<file path="src/rtl/knk_pkg.sv">
package knk_pkg;
  localparam int CMD_W   = 8;
  localparam int BAND_W  = 6;
  localparam int GAIN_W  = 6;
  localparam int INTEG_W = 5;
  localparam int PRESC_W = 5;
  localparam int MHZ_W   = 5;
  localparam int CNT_W   = $clog2(CMD_W);

  localparam logic [CMD_W-1:0] UNLOCK_BYTE = 8'h71;
  localparam logic [CMD_W-1:0] ACK_BAND    = 8'h01;
  localparam logic [CMD_W-1:0] ACK_GAIN    = 8'hE0;
  localparam logic [CMD_W-1:0] ACK_INTEG   = 8'h71;
  localparam logic [CMD_W-1:0] ACK_UNLOCK  = ~UNLOCK_BYTE;

  typedef enum logic [2:0] {
    CMD_NONE, CMD_BAND, CMD_GAIN, CMD_INTEG, CMD_PRESC, CMD_CHAN, CMD_UNLOCK
  } cmd_kind_e;

  function automatic cmd_kind_e classify(input logic [CMD_W-1:0] b);
    cmd_kind_e k;
    casez (b)
      8'b0111_0001: k = CMD_UNLOCK;
      8'b00??_????: k = CMD_BAND;
      8'b10??_????: k = CMD_GAIN;
      8'b110?_????: k = CMD_INTEG;
      8'b010?_????: k = CMD_PRESC;
      8'b1110_000?: k = CMD_CHAN;
      default:      k = CMD_NONE;
    endcase
    return k;
  endfunction

  function automatic logic [CMD_W-1:0] ack_of(input cmd_kind_e k);
    logic [CMD_W-1:0] a;
    case (k)
      CMD_BAND:   a = ACK_BAND;
      CMD_GAIN:   a = ACK_GAIN;
      CMD_INTEG:  a = ACK_INTEG;
      CMD_UNLOCK: a = ACK_UNLOCK;
      default:    a = '0;
    endcase
    return a;
  endfunction

  function automatic logic [MHZ_W-1:0] clk_mhz(input logic [3:0] sel);
    logic [MHZ_W-1:0] m;
    case (sel)
      4'd0: m = 5'd4;
      4'd1: m = 5'd5;
      4'd2: m = 5'd6;
      4'd3: m = 5'd8;
      4'd4: m = 5'd10;
      4'd5: m = 5'd12;
      4'd6: m = 5'd16;
      4'd7: m = 5'd20;
      4'd8: m = 5'd24;
      default: m = '0;
    endcase
    return m;
  endfunction
endpackage

</file>
<file path="src/rtl/knk_spi_sync.sv">
module knk_spi_sync #(
  parameter int             STAGES  = 2,
  parameter int             W       = 3,
  parameter logic [W-1:0]   RST_VAL = '0
) (
  input  logic         clk_i,
  input  logic         rst_ni,
  input  logic [W-1:0] in_i,
  output logic [W-1:0] out_o
);
  for (genvar g = 0; g < W; g++) begin : g_line
    logic [STAGES-1:0] chain_q;
    always_ff @(posedge clk_i or negedge rst_ni) begin
      if (!rst_ni) chain_q <= {STAGES{RST_VAL[g]}};
      else         chain_q <= {chain_q[STAGES-2:0], in_i[g]};
    end
    assign out_o[g] = chain_q[STAGES-1];
  end
endmodule

</file>
<file path="src/rtl/knk_spi_shift.sv">
module knk_spi_shift
  import knk_pkg::*;
(
  input  logic             clk_i,
  input  logic             rst_ni,
  input  logic             sclk_s_i,
  input  logic             cs_n_s_i,
  input  logic             mosi_s_i,
  input  logic [CMD_W-1:0] tx_byte_i,
  output logic             byte_done_o,
  output logic [CMD_W-1:0] rx_byte_o,
  output logic             miso_o
);
  logic             sclk_prev_q, cs_prev_q;
  logic             sclk_rise, sclk_fall, cs_act, cs_start;
  logic [CNT_W-1:0] bit_cnt_q;
  logic [CMD_W-1:0] rx_sh_q, tx_sh_q;

  assign sclk_rise = sclk_s_i & ~sclk_prev_q;
  assign sclk_fall = ~sclk_s_i & sclk_prev_q;
  assign cs_act    = ~cs_n_s_i;
  assign cs_start  = ~cs_n_s_i & cs_prev_q;

  always_ff @(posedge clk_i or negedge rst_ni) begin
    if (!rst_ni) begin
      sclk_prev_q <= 1'b0;
      cs_prev_q   <= 1'b1;
    end else begin
      sclk_prev_q <= sclk_s_i;
      cs_prev_q   <= cs_n_s_i;
    end
  end

  // receive: count rising edges, a partial frame is dropped when CS rises
  always_ff @(posedge clk_i or negedge rst_ni) begin
    if (!rst_ni) begin
      bit_cnt_q   <= '0;
      rx_sh_q     <= '0;
      rx_byte_o   <= '0;
      byte_done_o <= 1'b0;
    end else begin
      byte_done_o <= 1'b0;
      if (!cs_act) begin
        bit_cnt_q <= '0;
      end else if (sclk_rise) begin
        rx_sh_q   <= {rx_sh_q[CMD_W-2:0], mosi_s_i};
        bit_cnt_q <= bit_cnt_q + CNT_W'(1);
        if (bit_cnt_q == CNT_W'(CMD_W - 1)) begin
          rx_byte_o   <= {rx_sh_q[CMD_W-2:0], mosi_s_i};
          byte_done_o <= 1'b1;
        end
      end
    end
  end

  // transmit: load at frame start or byte boundary, shift on falling SCLK
  always_ff @(posedge clk_i or negedge rst_ni) begin
    if (!rst_ni) begin
      tx_sh_q <= '0;
    end else if (cs_start) begin
      tx_sh_q <= tx_byte_i;
    end else if (cs_act && sclk_fall) begin
      if (bit_cnt_q == '0) tx_sh_q <= tx_byte_i;
      else                 tx_sh_q <= {tx_sh_q[CMD_W-2:0], 1'b0};
    end
  end

  assign miso_o = cs_act & tx_sh_q[CMD_W-1];
endmodule

</file>
<file path="src/rtl/knk_cmd_decode.sv">
module knk_cmd_decode
  import knk_pkg::*;
(
  input  logic               clk_i,
  input  logic               rst_ni,
  input  logic               byte_done_i,
  input  logic [CMD_W-1:0]   byte_i,
  output logic [PRESC_W-1:0] presc_o,
  output logic [MHZ_W-1:0]   clk_mhz_o,
  output logic               chan_o,
  output logic [BAND_W-1:0]  band_o,
  output logic [GAIN_W-1:0]  gain_o,
  output logic [INTEG_W-1:0] integ_o,
  output logic               adv_o,
  output logic [CMD_W-1:0]   ack_o
);
  cmd_kind_e kind;
  logic      adv_next;

  assign kind     = classify(byte_i);
  assign adv_next = adv_o | (kind == CMD_UNLOCK);

  always_ff @(posedge clk_i or negedge rst_ni) begin
    if (!rst_ni) begin
      presc_o <= '0;
      chan_o  <= 1'b0;
      band_o  <= '0;
      gain_o  <= '0;
      integ_o <= '0;
      adv_o   <= 1'b0;
      ack_o   <= '0;
    end else if (byte_done_i) begin
      case (kind)
        CMD_BAND:  band_o  <= byte_i[BAND_W-1:0];
        CMD_GAIN:  gain_o  <= byte_i[GAIN_W-1:0];
        CMD_INTEG: integ_o <= byte_i[INTEG_W-1:0];
        CMD_PRESC: presc_o <= byte_i[PRESC_W-1:0];
        CMD_CHAN:  chan_o  <= byte_i[0];
        default: ;
      endcase
      adv_o <= adv_next;
      ack_o <= adv_next ? ack_of(kind) : '0;
    end
  end

  assign clk_mhz_o = clk_mhz(presc_o[PRESC_W-1:1]);
endmodule

</file>
<file path="src/rtl/knk_cmd_front.sv">
module knk_cmd_front
  import knk_pkg::*;
#(
  parameter int SYNC_STAGES = 2
) (
  input  logic               clk_i,
  input  logic               rst_ni,
  input  logic               sclk_i,
  input  logic               cs_ni,
  input  logic               mosi_i,
  output logic               miso_o,
  output logic [PRESC_W-1:0] presc_o,
  output logic [MHZ_W-1:0]   clk_mhz_o,
  output logic               chan_o,
  output logic [BAND_W-1:0]  band_o,
  output logic [GAIN_W-1:0]  gain_o,
  output logic [INTEG_W-1:0] integ_o,
  output logic               adv_o
);
  logic [2:0]       pin_s;
  logic             byte_done;
  logic [CMD_W-1:0] rx_byte;
  logic [CMD_W-1:0] ack;

  // pin order {mosi, cs_n, sclk}
  knk_spi_sync #(
    .STAGES (SYNC_STAGES),
    .W      (3),
    .RST_VAL(3'b010)
  ) i_sync (
    .clk_i (clk_i),
    .rst_ni(rst_ni),
    .in_i  ({mosi_i, cs_ni, sclk_i}),
    .out_o (pin_s)
  );

  knk_spi_shift i_shift (
    .clk_i      (clk_i),
    .rst_ni     (rst_ni),
    .sclk_s_i   (pin_s[0]),
    .cs_n_s_i   (pin_s[1]),
    .mosi_s_i   (pin_s[2]),
    .tx_byte_i  (ack),
    .byte_done_o(byte_done),
    .rx_byte_o  (rx_byte),
    .miso_o     (miso_o)
  );

  knk_cmd_decode i_dec (
    .clk_i      (clk_i),
    .rst_ni     (rst_ni),
    .byte_done_i(byte_done),
    .byte_i     (rx_byte),
    .presc_o    (presc_o),
    .clk_mhz_o  (clk_mhz_o),
    .chan_o     (chan_o),
    .band_o     (band_o),
    .gain_o     (gain_o),
    .integ_o    (integ_o),
    .adv_o      (adv_o),
    .ack_o      (ack)
  );
endmodule

</file>
<file path="config.mk">
export PLATFORM = sky130hd
export DESIGN_NAME = knk_cmd_front
export DESIGN_NICKNAME = d
export VERILOG_FILES = /design/src/rtl/knk_pkg.sv /design/src/rtl/knk_spi_sync.sv /design/src/rtl/knk_spi_shift.sv /design/src/rtl/knk_cmd_decode.sv /design/src/rtl/knk_cmd_front.sv
export SDC_FILE = /design/constraint.sdc
export NUM_CORES = 1
export LEC_CHECK = 0
export CORE_MARGIN = 2
export CORE_UTILIZATION = 54
export CTS_CLUSTER_DIAMETER = 100
export DETAILED_ROUTE_END_ITERATION = 16
export MAX_ROUTING_LAYER = met4
export PLACE_DENSITY = 0.78
export SETUP_SLACK_MARGIN = 0.15
export SKIP_LAST_GASP = 1
export SLEW_MARGIN = 10
export SYNTH_ARGS = -nofsm -noshare
export SYNTH_HDL_FRONTEND = slang
export SYNTH_HIERARCHICAL = 1
export SYNTH_SLANG_ARGS = --single-unit
</file>
<file path="constraint.sdc">
create_clock -name clk_i -period 1.8 [get_ports clk_i]
set_input_delay 0.27 -clock clk_i [delete_from_list [all_inputs] [get_ports clk_i]]
set_output_delay 0.27 -clock clk_i [all_outputs]
set_load 0.01 [all_outputs]
</file>
==> results_dict.tcl, run 1 <==
set metrics [dict create \
    cp_max_fo 2 \
    worstReg2RegStart "i_shift/rx_byte_o[1]$_DFFE_PN0P_" \
    synthesis.area_sq_um 2750 \
    drive_gt1_share_pct 33.5 \
    mostFrequentLayoutCell "dfrtp_1" \
    route.detailed.drc 0 \
    grt_max_degree 65 \
    fp.dieW_um 75.3 \
    holdCritStartpoint "cs_ni" \
    crit_required_ns 1.53 \
    synth_cell_types 39 \
    wl_per_cell_um 14.4 \
    path_class "flop to output pin" \
    setup_tns_ns 0 \
    io_pins 35 \
    finalSetupViolCount 0 \
    wirelength_um 4570 \
    max_cap_viol_count 0 \
    yosys_warnings 6 \
    post-dp-hpwl_um 3070 \
    viasPerCell 5.04 \
    synth_edf_count 0 \
    skew_ns 0.0102 \
    clock_latency_ns 0.34 \
    cts_tree "yes" \
    grt.total_usage_pct 19.3 \
    fin_crit_ns 1.73 \
    startpoint "i_dec/presc_o[2]$_DFFE_PN0P_" \
    slew_viol_final 0 \
    row_count 25 \
    final_nets 254 \
    io_buffer_count 34 \
    grt_first_pass_wirelength_um 7620 \
    vias 1602 \
    crit_path_start_kind "flop" \
    path_cells "or4b_1 -> o21ai_1 -> buf_2" \
    cts-root-buf "clkbuf_8" \
    htreeDepth 3 \
    synth.largest_area_cell "dfrtp_1" \
    antenna_found_initial 0 \
    cts_buffer_depth 2 \
    slowest_delay_ns 0.53 \
    ys_seq_area_share_pct 58.5 \
    synth_top_area_share_pct 55.6 \
    yosys-top-cells-area "dfrtp_1 56%, mux2_2 12%, mux2_4 4.4%" \
    diodes 0 \
    fin_ws_ns 0.0713 \
    detail-route-antenna-nets 0 \
    rsz0062_at_grt "yes" \
    die_area_sq_um 5670 \
    gp_congestion 0.734 \
    final_cell_mix "60 x dfrtp_1, 29 x mux2_2, 23 x clkdlybuf4s50_1, 14 x nand2_1, 12 x clkbuf_8" \
    p_leak_nw 1.71 \
    avgSynthCellArea_sq_um 13.6 \
    reg2reg_depth 3 \
    fmax_mhz 578 \
    dr.pass1.iters 4 \
    start_util_pct 57.0 \
    dieHeight_um 75.3 \
    dp_slack_ns 0.00777 \
    fin_crit_sh_pct 96.0 \
    placed_area_sq_um 3160 \
    status "complete, no violations" \
    timing.rr.end "i_dec/chan_o$_DFFE_PN0P_" \
    worst_pin_slew_ns 0.391 \
    synthArstFlopShare_pct 100 \
    hold_viol 0 \
    overflow 0 \
    slowest_stage "or4b_1" \
    synth_seq_cells 64 \
    synth_cells 202 \
    grt_pass1_vias 1616 \
    clk_pin_slew_worst_paths_ns 0.06 \
    max_slew_margin_pct 73.9 \
    design_area_sq_um 3400 \
    min_path_type "input port to flop" \
    synth-main-ff-cell "dfrtp_1" \
    fp.coreArea_sq_um 4820 \
    crit_arrival_ns 1.46 \
    cts_made_buffers 9 \
    worstSetupEndpoint "clk_mhz_o[3]" \
    cts_sinks 64 \
    syn2layout_area_growth_pct 23.8 \
    regToRegSetupSlack_ns 0.29 \
    vdd_drop_max_mv 0.672 \
    power_density_nw_per_um2 923 \
    drt_iter0_markers 108 \
    syn-num-nets 210 \
    worstSetupEndpointType "output pin" \
]
-- where the power goes --
part	internal [W]	switching (W)
clock network	0.000895	0.000512
registers	0.00152	0.0000546
logic	0.0000861	0.0000703
-- cells in the mapped netlist, types with 2 or more instances --
library cell  number
inv_1              9
ha_1               3
a21o_1             3
nor2b_1            2
dfstp_2            3
buf_4              6
nand2_1           14
mux2_4             8
buf_2              4
o22ai_2            3
mux2_2            29
nor2b_4            2
nand3b_1           2
a21oi_1            2
dfrtp_1           61
mux2i_1            8
xnor2_1            2
nor3_1             3
o21ai_0           12
nor2_1             7
-- per-layer routing --
| layer | part of all wire (%) | global-route usage (%) |
|---|---|---|
| met5 | 0 | - |
| met3 | 2.8 | 6.08 |
| met2 | 49 | 27.9 |
| met1 | 47 | 24.4 |
| met4 | 1.1 | 10.1 |
-- cell type report --
cell class | count | area [sq um]
well taps | 67 | 83.8
inverters | 9 | 33.8
clock buffers | 14 | 173
fillers | 363 | 1420
flip-flops and latches | 64 | 1610
clock inverters | 2 | 60.1
repair buffers | 46 | 424
multi-input cells | 116 | 1020
-- state kept, by name (all words and copies together) (netlist names) --
register,flops
i_dec/gain_o,6
i_shift/byte_done_o,1
i_shift/bit_cnt_q,3
i_dec/presc_o,5
i_shift/tx_sh_q,8
i_dec/integ_o,5
i_shift/cs_prev_q,1
i_dec/chan_o,1
i_dec/band_o,6
i_shift/sclk_prev_q,1
i_shift/rx_byte_o,8
i_dec/ack_o,5
i_shift/rx_sh_q,7
i_sync/g_line.chain_q,6
i_dec/adv_o,1
-- worst min path at each step --
stage                                             to  depth (start not counted)  slack [ns]
2_1_floorplan             i_dec/ack_o[0]$_DFFE_PN0P_                          0       -0.03
3_3_place_gp   i_sync/g_line[0].chain_q[0]$_DFF_PN0_                          2        0.30
3_5_place_dp   i_sync/g_line[0].chain_q[0]$_DFF_PN0_                          2        0.31
4_1_cts        i_sync/g_line[1].chain_q[0]$_DFF_PN1_                          1        0.32
5_1_grt        i_sync/g_line[1].chain_q[0]$_DFF_PN1_                          1        0.33
6_report       i_sync/g_line[1].chain_q[0]$_DFF_PN1_                          1        0.34
-- per-stage QoR --
| stage | hold WS (ns) | total power (W) | utilization, % | instances |
|---|---|---|---|---|
| after CTS | 0.323 | 0.00317 | 70.3 | 318 |
| after detailed placement | 0.309 | 0.00176 | 65.6 | 301 |
| after floorplan | -0.0256 | 0.00168 | - | 202 |
| after global placement | 0.302 | 0.00174 | 65.6 | 301 |
| final | 0.340 | 0.00314 | 70.5 | 318 |
| after global routing | 0.329 | 0.00325 | 70.5 | 318 |
-- timing repair --
item	in CTS	in global routing
endpoints found under the hold margin	61	0
pin swaps	1	1
setup endpoints to repair	8	10
buffers inserted	0	0
resized for setup	23	8
gates cloned	0	0
hold buffers	1	0
-- cells by family after synthesis --
logic type / Yosys count / synth area share [%]
AO/OA/AOI/OAI: 23 / 5.42
flip-flops: 64 / 58.5
multiplexers: 46 / 19.6
buffers and inverters: 22 / 4.88
AND/OR/NAND/NOR: 42 / 9.62
adder cells (fa/ha/maj): 3 / 1.37
XOR/XNOR: 2 / 0.638
-- critical path, delay by kind of cell, from the launching register on --
kind	cells	cell delay (ns)
DFF	1	0.38
AOI/OAI and AO/OA	1	0.08
buffers and inverters	1	0.14
and+or+nand+nor	1	0.53
No activity file was read; power rests on OpenSTA's default activity.
==> inputs of run 2 (changes only) <==
CORE_UTILIZATION = 55   (was 54)
CTS_BUF_LIST = sky130_fd_sc_hd__clkbuf_4 sky130_fd_sc_hd__clkbuf_8   (was unset)
PLACE_DENSITY = 0.79   (was 0.78)
==> results_dict.tcl, run 2 (same netlist as run 1, synthesis figures left out) <==
set metrics [dict create \
    worst_pin_slew_ns 0.429 \
    status "complete, no violations" \
    cts_made_buffers 9 \
    fin_crit_ns 1.73 \
    io_pins 35 \
    slew_viol_final 0 \
    final_cell_mix "60 x dfrtp_1, 29 x mux2_2, 24 x clkdlybuf4s50_1, 14 x nand2_1" \
    cts_sinks 64 \
    vdd_drop_max_mv 0.602 \
    die_area_sq_um 5570 \
    dpl.cell_count 302 \
    wirelength_um 4380 \
    syn2layout_area_growth_pct 23.9 \
    cp_max_fo 2 \
    grt_pass1_vias 1546 \
    row_count 25 \
    overflow 0 \
    start_util_pct 57.7 \
    crit_path_start_kind "flop" \
    timing.rr.end "i_dec/chan_o$_DFFE_PN0P_" \
    fp.dieW_um 74.7 \
    finalSetupViolCount 0 \
    post_cts_buffers 0 \
    total_power_w 0.00313 \
    skew_ns 0.00750 \
    worstSetupEndpointType "output pin" \
    post-dp-hpwl_um 2960 \
    grt_max_degree 46 \
    power_density_nw_per_um2 919 \
    crit_required_ns 1.53 \
    reg.largest.list "i_shift/rx_byte_o x8, i_shift/tx_sh_q x8, i_shift/rx_sh_q x7" \
    fp.coreArea_sq_um 4750 \
    worstSetupEndpoint "clk_mhz_o[3]" \
    vias 1595 \
    gp_congestion 0.778 \
    dieHeight_um 74.7 \
    clock_latency_ns 0.33 \
    stdcell_count 319 \
    crit_arrival_ns 1.46 \
    viasPerCell 5.00 \
    final_nets 255 \
    rsz0062_at_grt "yes" \
    startpoint "i_dec/presc_o[2]$_DFFE_PN0P_" \
    grt.total_usage_pct 19.1 \
    fin_crit_sh_pct 95.9 \
    path_class "flop to output pin" \
    grt_first_pass_wirelength_um 7460 \
    mostFrequentLayoutCell "dfrtp_1" \
    hold_viol 0 \
    clk_pin_slew_worst_paths_ns 0.07 \
    route.detailed.drc 0 \
    drt_iter0_markers 104 \
    cts-root-buf "clkbuf_8" \
    drive_gt1_share_pct 34.5 \
    max_slew_margin_pct 71.4 \
    dr.pass1.iters 4 \
    p_leak_nw 1.68 \
    io_buffer_count 34 \
    max_cap_viol_count 0 \
    worstReg2RegStart "i_shift/rx_byte_o[1]$_DFFE_PN0P_" \
    antenna_found_initial 0 \
    min_path_type "input port to flop" \
    post-route-util_pct 71.5 \
    wl_per_cell_um 13.7 \
    reg2reg_depth 3 \
    htreeDepth 3 \
    diodes 0 \
    detail-route-antenna-nets 0 \
    cts_tree "yes" \
    fmax_mhz 579 \
    regToRegSetupSlack_ns 0.26 \
    cts_buffer_depth 2 \
]
## run 2: area by class of cell
type	instances	area, sq um
Tap cell	67	83.8
Clock inverter	4	76.3
Multi-Input combinational cell	116	1020
Clock buffer	12	159
Timing Repair Buffer	47	425
Fill cell	337	1350
Inverter	9	33.8
Sequential cell	64	1610
## run 2: repair_timing
action / 4_1_cts / 5_1_grt
pin swaps: 0 / 1
hold buffers: 1 / 0
endpoints found under the hold margin: 61 / 0
gates resized for setup: 22 / 7
endpoints found under the setup margin: 8 / 9
## run 2: per-stage QoR
| step | cell area (sq um) | worst slack (ns) | setup TNS, ns | hold WS, ns |
|---|---|---|---|---|
| after detailed placement | 3170 | 0.00557 | 0 | 0.285 |
| after floorplan | 2750 | 0.269 | 0 | -0.0256 |
| after global placement | 3170 | 0.0222 | 0 | 0.280 |
| after global routing | 3400 | -0.00310 | -0.00581 | 0.337 |
| final | 3400 | 0.0738 | 0 | 0.347 |
| after CTS | 3390 | 0.0382 | 0 | 0.333 |
## run 2: critical path, stage by stage (launching register included)
cell	delay [ns]
dfrtp_1	0.37
or4b_4	0.53
o21ai_0	0.08
buf_2	0.15
## run 2: how the worst min path moves through the flow
stage | from | endpoint | slack, ns | cells past startpoint
global placement | rst_ni | i_shift/bit_cnt_q[2]$_DFFE_PN0P_ | 0.28 | 2
detailed placement | rst_ni | i_shift/tx_sh_q[7]$_DFFE_PN0P_ | 0.29 | 2
finish | cs_ni | i_sync/g_line[1].chain_q[0]$_DFF_PN1_ | 0.35 | 1
global route | cs_ni | i_sync/g_line[1].chain_q[0]$_DFF_PN1_ | 0.34 | 1
CTS | cs_ni | i_sync/g_line[1].chain_q[0]$_DFF_PN1_ | 0.33 | 1
floorplan | rst_ni | i_dec/ack_o[0]$_DFFE_PN0P_ | -0.03 | 0
## run 2: power breakdown
group / internal, W / leakage (nW) / total [W] / switching [W]
Combinational: 0.0000875 / 0.703 / 0.000158 / 0.0000701
Clock: 0.000873 / 0.116 / 0.00140 / 0.000530
Sequential: 0.00152 / 0.859 / 0.00157 / 0.0000484
## run 2: metal layers
metal	vias to the layer above	track usage [%]	share of wire (%)	routed length (um)
met1	768	25.5	47	2070
met5	-	-	0	0
met4	0	11.3	1.2	53
met2	35	27.0	48	2090
met3	6	4.02	3.8	168
li1	786	-	-	-
